--- src/rtl/inj_pkg.sv ---
package inj_pkg;
    localparam int WORD_W = 32;
    typedef logic [WORD_W-1:0] word_t;

    typedef enum logic [2:0] {
        ST_IDLE,
        ST_SOF,
        ST_HDR,
        ST_DAT,
        ST_PAD,
        ST_EOF,
        ST_CRC
    } inj_state_e;

    // Control word layout: gap[7:4], valid bytes[3:2], end[1], start[0]
    typedef struct packed {
        logic [3:0] gap;
        logic [1:0] vld;
        logic       eof;
        logic       sof;
    } ctrl_t;

    localparam logic [3:0] GAP_SIZE = 4'd1;

    function automatic word_t pack_ctrl(input ctrl_t c);
        return {{(WORD_W-8){1'b0}}, c};
    endfunction
endpackage

--- src/rtl/inj_admit.sv ---
module inj_admit (
    input  logic clk,
    input  logic rst,
    input  logic req,
    input  logic idle,
    input  logic q_ready,
    input  logic q_wmark,
    output logic accept,
    output logic refused
);
    logic room_ok;

    assign room_ok = q_ready && !q_wmark;
    assign accept  = req && idle && room_ok;

    always_ff @(posedge clk) begin
        if (rst) refused <= 1'b0;
        else     refused <= req && idle && !room_ok;
    end
endmodule

--- src/rtl/inj_ctrl_enc.sv ---
module inj_ctrl_enc
    import inj_pkg::*;
(
    input  logic       is_end,
    input  logic [1:0] vld,
    output word_t      word
);
    ctrl_t c;

    always_comb begin
        c.gap = GAP_SIZE;
        c.sof = !is_end;
        c.eof = is_end;
        c.vld = is_end ? vld : 2'd0;
        word  = pack_ctrl(c);
    end
endmodule

--- src/rtl/inj_framer.sv ---
module inj_framer
    import inj_pkg::*;
#(
    parameter int HDR_WORDS = 4,
    parameter int LEN_W     = 14,
    parameter int MIN_BYTES = 60
) (
    input  logic                    clk,
    input  logic                    rst,
    input  logic                    req,
    input  logic [LEN_W-1:0]        req_len,
    input  logic [32*HDR_WORDS-1:0] req_hdr,
    input  logic                    q_ready,
    input  logic                    q_wmark,
    output logic                    busy,
    output logic                    refused,
    output logic [LEN_W-1:0]        dat_idx,
    input  logic [31:0]             dat_word,
    output logic                    wr_en,
    output logic                    wr_ctrl,
    output logic [31:0]             wr_data
);
    localparam int HIDX_W = (HDR_WORDS > 1) ? $clog2(HDR_WORDS) : 1;
    localparam logic [LEN_W-1:0] HDR_LAST  = LEN_W'(HDR_WORDS - 1);
    localparam logic [LEN_W-1:0] MIN_WORDS = LEN_W'((MIN_BYTES + 3) / 4);
    localparam logic [LEN_W-1:0] MIN_LEN   = LEN_W'(MIN_BYTES);

    inj_state_e       state, state_n;
    logic [LEN_W-1:0] cnt, cnt_n;
    logic [LEN_W-1:0] nwords_q;
    logic [1:0]       vld_q;
    word_t            hdr_q [HDR_WORDS];
    logic             accept;
    logic [LEN_W:0]   len_round;
    word_t            ctrl_word;

    inj_admit u_admit (
        .clk     (clk),
        .rst     (rst),
        .req     (req),
        .idle    (state == ST_IDLE),
        .q_ready (q_ready),
        .q_wmark (q_wmark),
        .accept  (accept),
        .refused (refused)
    );

    inj_ctrl_enc u_enc (
        .is_end (state == ST_EOF),
        .vld    (vld_q),
        .word   (ctrl_word)
    );

    assign len_round = {1'b0, req_len} + (LEN_W+1)'(3);

    // State sequencing
    always_comb begin
        state_n = state;
        cnt_n   = cnt;
        unique case (state)
            ST_IDLE: if (accept) begin
                state_n = ST_SOF;
                cnt_n   = '0;
            end
            ST_SOF: state_n = ST_HDR;
            ST_HDR: begin
                if (cnt == HDR_LAST) begin
                    cnt_n = '0;
                    if (nwords_q != '0)       state_n = ST_DAT;
                    else if (MIN_WORDS != '0) state_n = ST_PAD;
                    else                      state_n = ST_EOF;
                end else begin
                    cnt_n = cnt + 1'b1;
                end
            end
            ST_DAT: begin
                cnt_n = cnt + 1'b1;
                if (cnt == nwords_q - 1'b1)
                    state_n = (nwords_q < MIN_WORDS) ? ST_PAD : ST_EOF;
            end
            ST_PAD: begin
                cnt_n = cnt + 1'b1;
                if (cnt >= MIN_WORDS - 1'b1) state_n = ST_EOF;
            end
            ST_EOF: state_n = ST_CRC;
            ST_CRC: state_n = ST_IDLE;
            default: state_n = ST_IDLE;
        endcase
    end

    always_ff @(posedge clk) begin
        if (rst) begin
            state    <= ST_IDLE;
            cnt      <= '0;
            nwords_q <= '0;
            vld_q    <= '0;
        end else begin
            state <= state_n;
            cnt   <= cnt_n;
            if (accept) begin
                nwords_q <= len_round[LEN_W:2];
                vld_q    <= (req_len < MIN_LEN) ? 2'd0 : req_len[1:0];
            end
        end
    end

    always_ff @(posedge clk) begin
        if (accept) begin
            for (int i = 0; i < HDR_WORDS; i++)
                hdr_q[i] <= req_hdr[32*i +: 32];
        end
    end

    // Write port
    always_comb begin
        wr_en   = 1'b1;
        wr_ctrl = 1'b0;
        wr_data = '0;
        unique case (state)
            ST_IDLE: wr_en = 1'b0;
            ST_SOF, ST_EOF: begin
                wr_ctrl = 1'b1;
                wr_data = ctrl_word;
            end
            ST_HDR:  wr_data = hdr_q[cnt[HIDX_W-1:0]];
            ST_DAT:  wr_data = dat_word;
            default: wr_data = '0;
        endcase
    end

    assign busy    = (state != ST_IDLE);
    assign dat_idx = cnt;
endmodule

--- config.mk ---
export PLATFORM = sky130hd
export DESIGN_NAME = inj_framer
export DESIGN_NICKNAME = d
export VERILOG_FILES = /design/src/rtl/inj_pkg.sv /design/src/rtl/inj_admit.sv /design/src/rtl/inj_ctrl_enc.sv /design/src/rtl/inj_framer.sv
export SDC_FILE = /design/constraint.sdc
export NUM_CORES = 1
export LEC_CHECK = 0
export ABC_AREA = 0
export CAP_MARGIN = 20
export CELL_PAD_IN_SITES_DETAIL_PLACEMENT = 0
export CELL_PAD_IN_SITES_GLOBAL_PLACEMENT = 1
export CORE_ASPECT_RATIO = 0.9
export CORE_MARGIN = 2
export CORE_UTILIZATION = 40
export DETAILED_ROUTE_END_ITERATION = 8
export PLACE_DENSITY = 0.9
export SLEW_MARGIN = 10
export SYNTH_ARGS = -nofsm -noshare
export SYNTH_HDL_FRONTEND = slang
export SYNTH_SLANG_ARGS = --single-unit
--- constraint.sdc ---
create_clock -name clk -period 9.5 [get_ports clk]
set_clock_uncertainty 0.15 [all_clocks]
set_input_delay 0.95 -clock clk [delete_from_list [all_inputs] [get_ports clk]]
set_output_delay 0.95 -clock clk [all_outputs]
set_load 0.005 [all_outputs]
==> results of run 1 <==
[sequential cells by signal, indices dropped and copies added (netlist names), named ones only]
name and cells:
hdr_q 128, dat_idx 14, nwords_q 13, state 3, vld_q 2, u_admit.refused 1
[per-stage QoR]
stage	util [%]	instances	hold slack (ns)
final	57.0	1036	0.379
after detailed placement	53.8	1005	0.368
after floorplan	-	565	0.327
after CTS	57.0	1036	0.381
after global routing	57.0	1036	0.408
after global placement	53.8	1005	0.370
[final timing paths]
path	to	slack (ns)	start	depth (start not counted)
min	nwords_q[12]$_SDFFE_PP0P_	0.38	nwords_q[12]$_SDFFE_PP0P_	2
max	wr_data[3]	5.52	state[0]$_SDFFE_PP0P_	4
min reg2reg	nwords_q[12]$_SDFFE_PP0P_	0.38	nwords_q[12]$_SDFFE_PP0P_	2
max reg2reg	hdr_q[0][31]$_DFFE_PP_	5.83	state[0]$_SDFFE_PP0P_	5
[metal layers]
metal	up-vias	GRT usage [%]	wire length, um
met5	-	0	0
met4	0	6.04	323
met3	26	6.10	1320
met2	205	34.8	9860
met1	2643	23.4	7440
li1	2570	-	-
[cell usage after synthesis (7+ instances only)]
cell / instances
nand2_1: 69
dfxtp_1: 35
a21oi_1: 36
a211oi_1: 14
xnor2_1: 22
edfxtp_1: 128
nor3_1: 13
nand3_1: 7
nand4_1: 13
clkbuf_1: 27
mux4_2: 32
inv_1: 12
nor2_1: 48
xor2_1: 12
[cells in the final DEF (no fill, tap or decap), drive strengths merged, types with 4 or more instances in the layout]
| cell | count |
|---|---|
| a31oi | 4 |
| xor2 | 12 |
| nor3 | 14 |
| o211ai | 4 |
| o21ai | 9 |
| a211oi | 14 |
| edfxtp | 128 |
| nand3 | 7 |
| nor2 | 48 |
| nor3b | 4 |
| nand4 | 13 |
| xnor2 | 22 |
| a22oi | 4 |
| clkinv | 6 |
| clkbuf | 17 |
| mux4 | 32 |
| nand2 | 69 |
| inv | 20 |
| clkdlybuf4s50 | 228 |
| nor4 | 7 |
| dfxtp | 35 |
| ha | 4 |
| a21oi | 36 |
[layout make-up]
type                       count  area [um2]  share of cell area (%)
inverter                      15        58.8                   0.566
sequential                   163        4550                    43.8
clock inverter                14         154                    1.48
tap                          245         307                    2.95
multi-input combinational    351        2590                    25.0
clock buffer                  17         425                    4.09
timing repair buffer         231        2300                    22.2
[report_power, final]
part / total (W) / internal [W] / switching (W)
Clock: 0.000676 / 0.000390 / 0.000286
Combinational: 0.000173 / 0.000103 / 0.0000702
Sequential: 0.000809 / 0.000794 / 0.0000147
[kinds of logic (layout without fill, tap and decap cells)]
logic type	Yosys count	count (layout)	share of synthesized area, %
compound gates	95	95	8.48
xor+xnor	34	34	4.05
fa+ha+maj	4	4	0.681
buf+inv	51	277	2.91
flops	163	163	61.8
mux	35	35	10.2
simple gates	183	183	11.9
[worst max-delay path: stages, from the launching register on]
cell             delay [ns]
dfxtp_2                0.92
inv_2                  0.54
mux2i_1                0.23
o21ai_0                0.20
clkdlybuf4s50_1        0.55
==> results.py, run 1 <==
metrics = {
    "layout": {
        "num_antenna_cells": 0,
        "num-fill-cells": 1457,
        "nets": 962,
        "drive_above_1_share_pct": 9.48,
        "final_design_area_no_fill_um2": 10400,
        "area_growth_pct": 41.3,
    },
    "synthesis": {
        "avgSynthCellArea_um2": 13.0,
        "yosys_warnings": 0,
        "synth_edf_count": 128,
        "synth-seq-cells": 163,
        "synth.area.top_cells": "edfxtp_1 (52%), mux4_2 (9.8%), dfxtp_1 (9.5%)",
        "synth_area_um2": 7350,
        "netlist.area_leader.share_pct": 52.3,
        "async_flop_share_pct": 0,
        "synth_nets": 748,
        "yosysTopAreaCell": "edfxtp_1",
        "ys_types": 59,
        "syn_inst": 565,
        "synthFlopType": "edfxtp_1",
        "ys_seq_area_share_pct": 61.8,
    },
    "place": {
        "gp_congestion": 0.871,
        "hpwl_um": 14000,
        "place_ws_ns": 5.38,
        "portBuffers": 228,
        "placed_cell_area_um2": 9810,
    },
    "cts": {
        "cts.sinks": 163,
        "clockBufferDepth": 2,
        "tritoncts": "built",
        "clock_latency_ns": 0.41,
        "cts-root-buf": "clkbuf_16",
        "cts_setup_buffers": 0,
        "cts_resized": 0,
        "clk_pin_slew_ns": 0.06,
        "cts_hold_buffers": 0,
        "h-tree-depth": 4,
        "cts_made_buffers": 17,
    },
    "global_routing": {
        "grt_pass1_vias": 5566,
        "grt_pass1_wl_um": 29600,
        "antenna_found_initial": 0,
        "grt.total_usage_pct": 19.8,
        "grt_start_max_net_pins": 85,
        "globalRouteOverflowTotal": 0,
    },
    "detailed_routing": {
        "routed_wl_um": 18900,
        "antenna_left": 0,
        "first_pass_iters": 5,
        "viasPerCell": 5.25,
        "wl_per_cell_um": 18.3,
        "drc": 0,
        "vias": 5444,
        "drtIter0Drc": 379,
    },
    "power_and_ir_drop": {
        "power_w": 0.00166,
        "power_density_nw_per_um2": 160,
        "p_leak_nw": 3.46,
        "ir_drop_mv": 0.125,
    },
    "die": {
        "start_util_pct": 40.3,
        "die-area_um2": 19500,
        "fp.dieH_um": 133,
        "chipWidth_um": 147,
        "core_area_um2": 18200,
        "boundaryPins": 229,
        "num_rows": 47,
    },
    "worst_setup_path": {
        "crit_arrival_ns": 2.88,
        "worstSetupPathType": "reg -> out",
        "path_max_fanout": 41,
        "cp-start-kind": "register",
        "end_kind": "output pin",
        "required_ns": 8.40,
    },
    "min_path": {
        "worst_hold_path_type": "reg -> reg",
    },
    "timing": {
        "worst_pin_slew_ns": 1.05,
        "setup_slack_ns": 5.52,
        "setup_viol": 0,
        "grt_setup_unrepaired": "false",
        "post-route-period-util_pct": 41.9,
        "max_slew_margin_pct": 30.3,
        "hold_violations": 0,
        "fin_tns_setup_ns": 0,
        "slew_viol_final": 0,
        "fin_crit_ns": 3.98,
        "fmax_mhz": 251,
    },
    "run": {
        "maxCapViolations": 0,
    },
    "outcome": {
        "outcome": "finished, final reports clean",
    },
}
Power figures use the tool's default switching activity.
==> run 2: changes to the inputs <==
Settings changed: CORE_UTILIZATION 40 to 33, PLACE_DENSITY 0.9 to 0.8.
Clock period 9.5 ns to 3.5 ns, I/O delays scaled along.
==> run 2 against run 1 <==
Worst setup slack worse by 5.1 ns; combinational power increased to 2.8 times the previous value; critical path depth rose by 1; largest cell class unchanged; highest routed layer unchanged.
==> results.py, run 2 (same netlist as run 1, synthesis figures left out) <==
metrics = {
    "die": {
        "chipWidth_um": 161,
        "num_rows": 51,
        "die-area_um2": 23500,
        "start_util_pct": 33.8,
        "boundaryPins": 229,
        "fp.dieH_um": 146,
        "core_area_um2": 21800,
    },
    "global_routing": {
        "grt_start_max_net_pins": 52,
        "grt.total_usage_pct": 17.1,
        "grt_pass1_vias": 5537,
        "globalRouteOverflowTotal": 0,
        "grt_pass1_wl_um": 30600,
        "antenna_found_initial": 0,
    },
    "detailed_routing": {
        "vias": 5366,
        "viasPerCell": 4.91,
        "first_pass_iters": 4,
        "drc": 0,
        "wl_per_cell_um": 18.0,
        "routed_wl_um": 19700,
        "drtIter0Drc": 306,
        "antenna_left": 0,
    },
    "min_path": {
        "min_path_cells": 1,
        "worst_hold_path_type": "in -> reg",
        "hold_end": "hdr_q[3][8]$_DFFE_PP_",
        "worstHoldStart": "req_hdr[104]",
    },
    "layout": {
        "num_antenna_cells": 0,
        "area_growth_pct": 43.9,
        "layout_common_cells": "clkdlybuf4s50_1 (228), edfxtp_1 (128), nand2_1 (69)",
        "largest_reg_flops": 128,
        "num-fill-cells": 1945,
        "multi_input_area_um2": 2590,
        "utilization_pct": 48.6,
        "nets": 973,
        "drive_above_1_share_pct": 11.0,
        "final_common_cell": "clkdlybuf4s50_1",
        "register_area_um2": 4550,
        "top_register": "hdr_q",
    },
    "power_and_ir_drop": {
        "clkPwrFrac_pct": 41.3,
        "ir_drop_mv": 0.395,
        "share_comb_of_total_power_pct": 10.6,
        "power.switching_w": 0.00104,
        "p_leak_nw": 3.53,
        "power.share.sequential_pct": 48.1,
        "internal_power_w": 0.00352,
        "power_density_nw_per_um2": 431,
        "sw_frac_of_total_pct": 22.9,
    },
    "worst_setup_path": {
        "cp_top_family": "flip-flops",
        "r2r-start": "nwords_q[1]$_SDFFE_PP0P_",
        "rr_worst_depth": 8,
        "rrSetupSlack_ns": 0.79,
        "r2r_end": "state[2]$_SDFFE_PP0P_",
        "path_max_fanout": 17,
        "cp_num_buf_inv": 2,
        "worst_path_max_delay_cell": "dfxtp_2",
        "required_ns": 3.00,
        "cp.depth": 5,
        "max_stage_delay_ns": 0.75,
        "crit_arrival_ns": 2.59,
        "cp-start-kind": "register",
        "end_kind": "output pin",
        "worstSetupPathType": "reg -> out",
        "worstPathCellList": "buf_12 > mux4_2 > nand2_1 > a21oi_1 > clkdlybuf4s50_1",
    },
    "timing": {
        "max_slew_margin_pct": 52.3,
        "hold_violations": 0,
        "slew_viol_final": 0,
        "grt_setup_unrepaired": "false",
        "fin_tns_setup_ns": 0,
        "worst_pin_slew_ns": 0.710,
        "fin_crit_ns": 3.09,
        "fmax_mhz": 323,
        "setup_viol": 0,
        "post-route-period-util_pct": 88.3,
    },
    "run": {
        "maxCapViolations": 0,
    },
    "cts": {
        "cts-root-buf": "clkbuf_16",
        "clk_pin_slew_ns": 0.07,
        "cts_hold_buffers": 0,
        "cts_setup_buffers": 0,
        "clock_latency_ns": 0.42,
        "clockBufferDepth": 2,
        "cts_resized": 0,
        "cts_made_buffers": 17,
        "cts.sinks": 163,
        "tritoncts": "built",
        "h-tree-depth": 4,
    },
    "place": {
        "hpwl_um": 14700,
        "gp_congestion": 0.796,
        "portBuffers": 228,
    },
    "outcome": {
        "outcome": "finished, final reports clean",
    },
}
## run 2: worst max-delay path by stage
stage | endpoint
after floorplan | hdr_q[0][0]$_DFFE_PP_
after global placement | state[2]$_SDFFE_PP0P_
after detailed placement | hdr_q[2][5]$_DFFE_PP_
after CTS | wr_data[26]
after global routing | wr_data[30]
final | wr_data[26]
## run 2: metrics by stage
stage                     area [um2]  setup WS (ns)  std cells  hold WS, ns  power (W)
after floorplan                 7350         0.0461        565        0.299    0.00243
after global placement          9990          0.807       1062        0.368    0.00272
after detailed placement        9990          0.801       1062        0.379    0.00272
after CTS                      10600          0.314       1093        0.299    0.00462
after global routing           10600          0.205       1093        0.290    0.00473
final                          10600          0.409       1093        0.324    0.00456
## run 2: layer usage
layer  part of all wire [%]  GRT usage [%]  up-vias
met5                      0              0        -
met4                    1.7           4.82        0
met1                     43           21.7     2563
met3                    7.4           6.58       23
met2                     48           27.4      178
li1                       -              -     2602
## run 2: layout make-up
| type | count | share of cell area (%) |
|---|---|---|
| Clock inverter | 14 | 1.55 |
| Tap cell | 291 | 3.44 |
| Inverter | 15 | 0.579 |
| Clock buffer | 17 | 4.02 |
| Sequential cell | 163 | 43.0 |
| Multi-Input combinational cell | 351 | 24.5 |
| Timing Repair Buffer | 242 | 22.9 |
## run 2: power groups by stage
stage                     sequential [W]  combinational (W)  clock (W)
after floorplan                  0.00222           0.000213          0
after global placement           0.00223           0.000484          0
after detailed placement         0.00223           0.000489          0
after CTS                        0.00219           0.000491    0.00193
after global routing             0.00220           0.000530    0.00201
final                            0.00219           0.000485    0.00188
